**config.mk**
```make
export PLATFORM = sky130hd
export DESIGN_NAME = status_cond_unit
export DESIGN_NICKNAME = d
export VERILOG_FILES = /design/src/rtl/scu_pkg.sv /design/src/rtl/scu_flag_gen.sv /design/src/rtl/scu_flag_reg.sv /design/src/rtl/scu_cond_eval.sv /design/src/rtl/status_cond_unit.sv
export SDC_FILE = /design/constraint.sdc
export NUM_CORES = 1
export LEC_CHECK = 0
export BUFFER_PORTS_ARGS = -buffer_cell sky130_fd_sc_hd__buf_4
export CORE_ASPECT_RATIO = 1.5
export CORE_MARGIN = 8
export CORE_UTILIZATION = 30
export DETAILED_ROUTE_END_ITERATION = 7
export GPL_TIMING_DRIVEN = 0
export HOLD_SLACK_MARGIN = 0.12
export PLACE_DENSITY = 0.8
export SETUP_SLACK_MARGIN = 0.02
export SYNTH_ARGS = -nofsm -noshare
export SYNTH_HDL_FRONTEND = slang
export SYNTH_SLANG_ARGS = --single-unit
export TNS_END_PERCENT = 20
```
**constraint.sdc**
```tcl
create_clock -name clk_i -period 1.6 [get_ports clk_i]
set_input_delay 0.08 -clock clk_i [delete_from_list [all_inputs] [get_ports clk_i]]
set_output_delay 0.08 -clock clk_i [all_outputs]
set_load 0.1 [all_outputs]
```
**src/rtl/scu_pkg.sv**
```systemverilog
package scu_pkg;
  localparam int FLAG_W = 4;

  typedef enum logic [1:0] {
    OP_ADD    = 2'b00,
    OP_SUB    = 2'b01,
    OP_LOGIC  = 2'b10,
    OP_LOGIC2 = 2'b11
  } alu_op_e;

  typedef struct packed {
    logic n;
    logic z;
    logic c;
    logic v;
  } flags_t;

  // bit 0 of the code inverts the pair's base test
  typedef enum logic [2:0] {
    CP_ZERO  = 3'd0,
    CP_CARRY = 3'd1,
    CP_NEG   = 3'd2,
    CP_OVF   = 3'd3,
    CP_UHI   = 3'd4,
    CP_SGE   = 3'd5,
    CP_SGT   = 3'd6,
    CP_ALL   = 3'd7
  } cond_pair_e;
endpackage

```
**src/rtl/scu_flag_gen.sv**
```systemverilog
module scu_flag_gen
  import scu_pkg::*;
#(
  parameter int DATA_W   = 32,
  parameter int ZCHUNK_W = 8
) (
  input  alu_op_e           op_i,
  input  logic              opa_sign_i,
  input  logic              opb_sign_i,
  input  logic [DATA_W-1:0] result_i,
  input  logic              carry_i,
  input  flags_t            cur_i,
  output flags_t            nxt_o
);
  localparam int NCHUNK = DATA_W / ZCHUNK_W;

  logic [NCHUNK-1:0] chunk_nz;
  logic              res_zero;
  logic              res_sign;
  logic              ovf_add;
  logic              ovf_sub;

  // zero detect split into chunks to keep the OR tree shallow
  for (genvar g = 0; g < NCHUNK; g++) begin : g_zchunk
    assign chunk_nz[g] = |result_i[g*ZCHUNK_W +: ZCHUNK_W];
  end

  assign res_zero = ~|chunk_nz;
  assign res_sign = result_i[DATA_W-1];
  assign ovf_add  = (opa_sign_i == opb_sign_i) && (res_sign != opa_sign_i);
  assign ovf_sub  = (opa_sign_i != opb_sign_i) && (res_sign != opa_sign_i);

  always_comb begin
    nxt_o.n = res_sign;
    nxt_o.z = res_zero;
    unique case (op_i)
      OP_ADD: begin
        nxt_o.c = carry_i;
        nxt_o.v = ovf_add;
      end
      OP_SUB: begin
        nxt_o.c = ~carry_i;
        nxt_o.v = ovf_sub;
      end
      default: begin
        nxt_o.c = cur_i.c;
        nxt_o.v = cur_i.v;
      end
    endcase
  end
endmodule

```
**src/rtl/scu_flag_reg.sv**
```systemverilog
module scu_flag_reg
  import scu_pkg::*;
(
  input  logic   clk_i,
  input  logic   rst_ni,
  input  logic   load_i,
  input  flags_t nxt_i,
  output flags_t q_o
);
  always_ff @(posedge clk_i or negedge rst_ni) begin
    if (!rst_ni) begin
      q_o <= '0;
    end else if (load_i) begin
      q_o <= nxt_i;
    end
  end
endmodule

```
**src/rtl/scu_cond_eval.sv**
```systemverilog
module scu_cond_eval
  import scu_pkg::*;
(
  input  flags_t     flags_i,
  input  logic [3:0] cond_i,
  output logic       exec_o
);
  cond_pair_e pair;
  logic       base;

  assign pair = cond_pair_e'(cond_i[3:1]);

  always_comb begin
    unique case (pair)
      CP_ZERO:  base = flags_i.z;
      CP_CARRY: base = flags_i.c;
      CP_NEG:   base = flags_i.n;
      CP_OVF:   base = flags_i.v;
      CP_UHI:   base = flags_i.c & ~flags_i.z;
      CP_SGE:   base = (flags_i.n == flags_i.v);
      CP_SGT:   base = ~flags_i.z & (flags_i.n == flags_i.v);
      default:  base = 1'b1;
    endcase
  end

  assign exec_o = base ^ cond_i[0];
endmodule

```
**src/rtl/status_cond_unit.sv**
```systemverilog
module status_cond_unit
  import scu_pkg::*;
#(
  parameter int DATA_W   = 32,
  parameter int STAT_W   = 32,
  parameter int ZCHUNK_W = 8
) (
  input  logic              clk_i,
  input  logic              rst_ni,
  input  logic [1:0]        op_i,
  input  logic              opa_sign_i,
  input  logic              opb_sign_i,
  input  logic [DATA_W-1:0] result_i,
  input  logic              carry_i,
  input  logic              set_flags_i,
  input  logic [3:0]        cond_i,
  output logic [3:0]        flags_o,
  output logic [STAT_W-1:0] status_o,
  output logic              exec_en_o
);
  localparam int LOW_W = STAT_W - FLAG_W;

  flags_t flags_q;
  flags_t flags_nxt;

  scu_flag_gen #(
    .DATA_W  (DATA_W),
    .ZCHUNK_W(ZCHUNK_W)
  ) u_gen (
    .op_i      (alu_op_e'(op_i)),
    .opa_sign_i(opa_sign_i),
    .opb_sign_i(opb_sign_i),
    .result_i  (result_i),
    .carry_i   (carry_i),
    .cur_i     (flags_q),
    .nxt_o     (flags_nxt)
  );

  scu_flag_reg u_reg (
    .clk_i (clk_i),
    .rst_ni(rst_ni),
    .load_i(set_flags_i),
    .nxt_i (flags_nxt),
    .q_o   (flags_q)
  );

  scu_cond_eval u_cond (
    .flags_i(flags_q),
    .cond_i (cond_i),
    .exec_o (exec_en_o)
  );

  assign flags_o  = flags_q;
  assign status_o = {flags_q, {LOW_W{1'b0}}};
endmodule

```
==> out/qor.yml <==
status:
  status: "finished with violations"
  violations: "setup timing"
final_layout:
  final_common_cell: "buf_4"
  final_nets: 205
  final_util_pct: 66.9
  final_layout_size_suffix_gt1_share_pct: 60.4
  largest_register_ffs: 4
  num_antenna_cells: 0
  layout_common_cells: "83 x buf_4, 28 x conb_1, 5 x nor4_1, 5 x dlygate4sd3_1, 4 x nor2b_1"
  top_regs: "u_reg.q_o: 4 flops"
  area_growth_syn_to_layout_pct: 109
  largest-register: "u_reg.q_o"
  final_area_um2: 1240
global_route:
  antenna_found_initial: 0
  grt_start_max_net_pins: 7
  grt_usage_pct: 12.7
  first_global_vias: 907
  gr-total-overflow: 0
  grt_pass1_wl_um: 3810
critical_path:
  worst_r2r_startpoint: "u_reg.q_o[3]$_DFFE_PN0P_"
  critPathCapture: "exec_en_o"
  rr_worst_depth: 1
  r2r_setup_slack_ns: 0.72
  cp.arrival_ns: 1.77
  crit_cells: 5
  crit_chain: "mux4_2, nand2b_1, o31ai_2, xor2_4, buf_12"
  crit_slowest_cell: "dfrtp_4"
  worst-path-max-fanout: 5
  cp-start-kind: "flop"
  endpoint_kind: "primary output"
  critPathTopFamily: "flip-flops"
  path_buf_inv: 1
  reg2reg_to: "u_reg.q_o[3]$_DFFE_PN0P_"
  path_class: "reg2out"
  required_ns: 1.52
  slowest_delay_ns: 0.50
  crit_start: "u_reg.q_o[0]$_DFFE_PN0P_"
routing:
  vias_per_cell: 4.09
  wirelength_um: 2320
  routedWlPerCell_um: 12.9
  vias: 737
  dr.pass1.iters: 2
  drc: 0
  detail-route-antenna-nets: 0
  drt_iter0_drc: 4
synthesis:
  async_flop_share_pct: 100
  synth_top_area_cell: "buf_4"
  syn_avg_cell_area_um2: 8.24
  yosysWarnings: 0
  synth_edf_count: 0
  synth_seq_area_share_pct: 16.9
  synth_flop_cell: "dfrtp_1"
  synth.distinct_cells: 24
  synth_area_um2: 593
  ys_seq_elements: 4
  yosysTopAreaCellShare_pct: 40.5
  synthCells: 72
  synthTopCellsByArea: "buf_4 41%, dfrtp_1 17%, nor4_1 5.3%"
die:
  io_pins: 81
  placementRows: 19
  die_area_um2: 3690
  start_util_pct: 32.0
  die_w_um: 52.3
  core_um2: 1850
  die_h_um: 70.5
timing:
  period_share_pct: 116
  final.min_clock_period_ns: 1.85
  rsz0062_at_grt: "true"
  fin_skew_ns: 0
  setup_viol: 1
  setup_slack_ns: -0.251
  setup_tns_ns: -0.251
  hold_viol_final: 0
  drv_slew: 0
  fmax_mhz: 540
clock_tree:
  cts_tree: "yes"
  clockBufferDepth: 2
  cts_buffers: 3
  root_buffer: "clkbuf_4"
  cts_max_level: 1
  clkLatencyLatePin_ns: 0.23
  cts_sinks: 4
  clkTransAtPathRegs_ns: 0.04
placement:
  placed_area_um2: 1150
  hpwl_um: 2140
  portBuffers: 52
  pre_cts_slack_ns: -0.129
  globalplace.congestion: 0.744
min_path:
  whs_path_depth: 4
  hp-class: "in2reg"
power_and_ir_drop:
  p_total_mw: 1.03
  leakagePower_nw: 0.671
  p_per_area_nw_per_um2: 831
  ir_drop_uv: 615
flow_run:
  drv_cap: 0
## cells in the mapped netlist, types with 2 or more instances
master    instances
nor2b_1           4
nand2b_1          2
nor3_1            2
o21ai_0           2
nor4_1            5
xnor2_1           3
buf_4            32
or4_1             2
dfrtp_1           4
nand2_1           2
## logic make-up (layout without fill, tap and decap cells)
family                    Yosys count  in the layout  share of synthesized area, %
DFF                                 4              4                          16.9
and+or+nand+nor                    22             22                          22.8
AOI/OAI and AO/OA                   5              5                          5.28
other                               1             28                         0.632
buffers and inverters              33             93                          41.1
muxes                               3              3                          7.38
xor gates and xnor gates            4              4                          5.91
## metal layers
layer,GRT usage (%),wire length [µm]
met2,22.8,1220
met3,11.9,445
met1,9.63,658
met5,0,0
met4,1.73,0
## timing repair
action                                 4_1_cts  5_1_grt
resized for setup                            3        0
buffers inserted                             0        0
hold buffers                                 5        0
endpoints found under the hold margin        6        0
setup endpoints to repair                    1        1
pin swaps                                    1        0
## worst min path at each step
stage                      start  slack [ns]                        to
floorplan                 rst_ni       -0.22  u_reg.q_o[2]$_DFFE_PN0P_
global placement          rst_ni       -0.12  u_reg.q_o[1]$_DFFE_PN0P_
detailed placement        rst_ni       -0.12  u_reg.q_o[1]$_DFFE_PN0P_
CTS                 result_i[19]        0.13  u_reg.q_o[2]$_DFFE_PN0P_
global route        result_i[19]        0.13  u_reg.q_o[2]$_DFFE_PN0P_
finish              result_i[19]        0.13  u_reg.q_o[2]$_DFFE_PN0P_
## cell type report
type,instances,area [µm²]
fillers,149,614
repair buffers,57,453
inverters,1,3.75
well taps,21,26.3
flip-flops and latches,4,113
plain buffers,32,240
multi-input cells,62,382
clock buffers,3,22.5
## stage by stage
| step | hold slack [ns] | std cells |
|---|---|---|
| 2_1_floorplan | -0.216 | 99 |
| 5_1_grt | 0.127 | 180 |
| 6_report | 0.126 | 180 |
| 3_5_place_dp | -0.121 | 172 |
| 4_1_cts | 0.130 | 180 |
| 3_3_place_gp | -0.122 | 172 |
## report_power, final
| group | switching, mW | internal (mW) |
|---|---|---|
| Sequential | 0.0161 | 0.118 |
| Clock | 0.0396 | 0.0838 |
| Combinational | 0.553 | 0.220 |
| Total | 0.609 | 0.422 |
No activity file was read; power rests on OpenSTA's default activity.
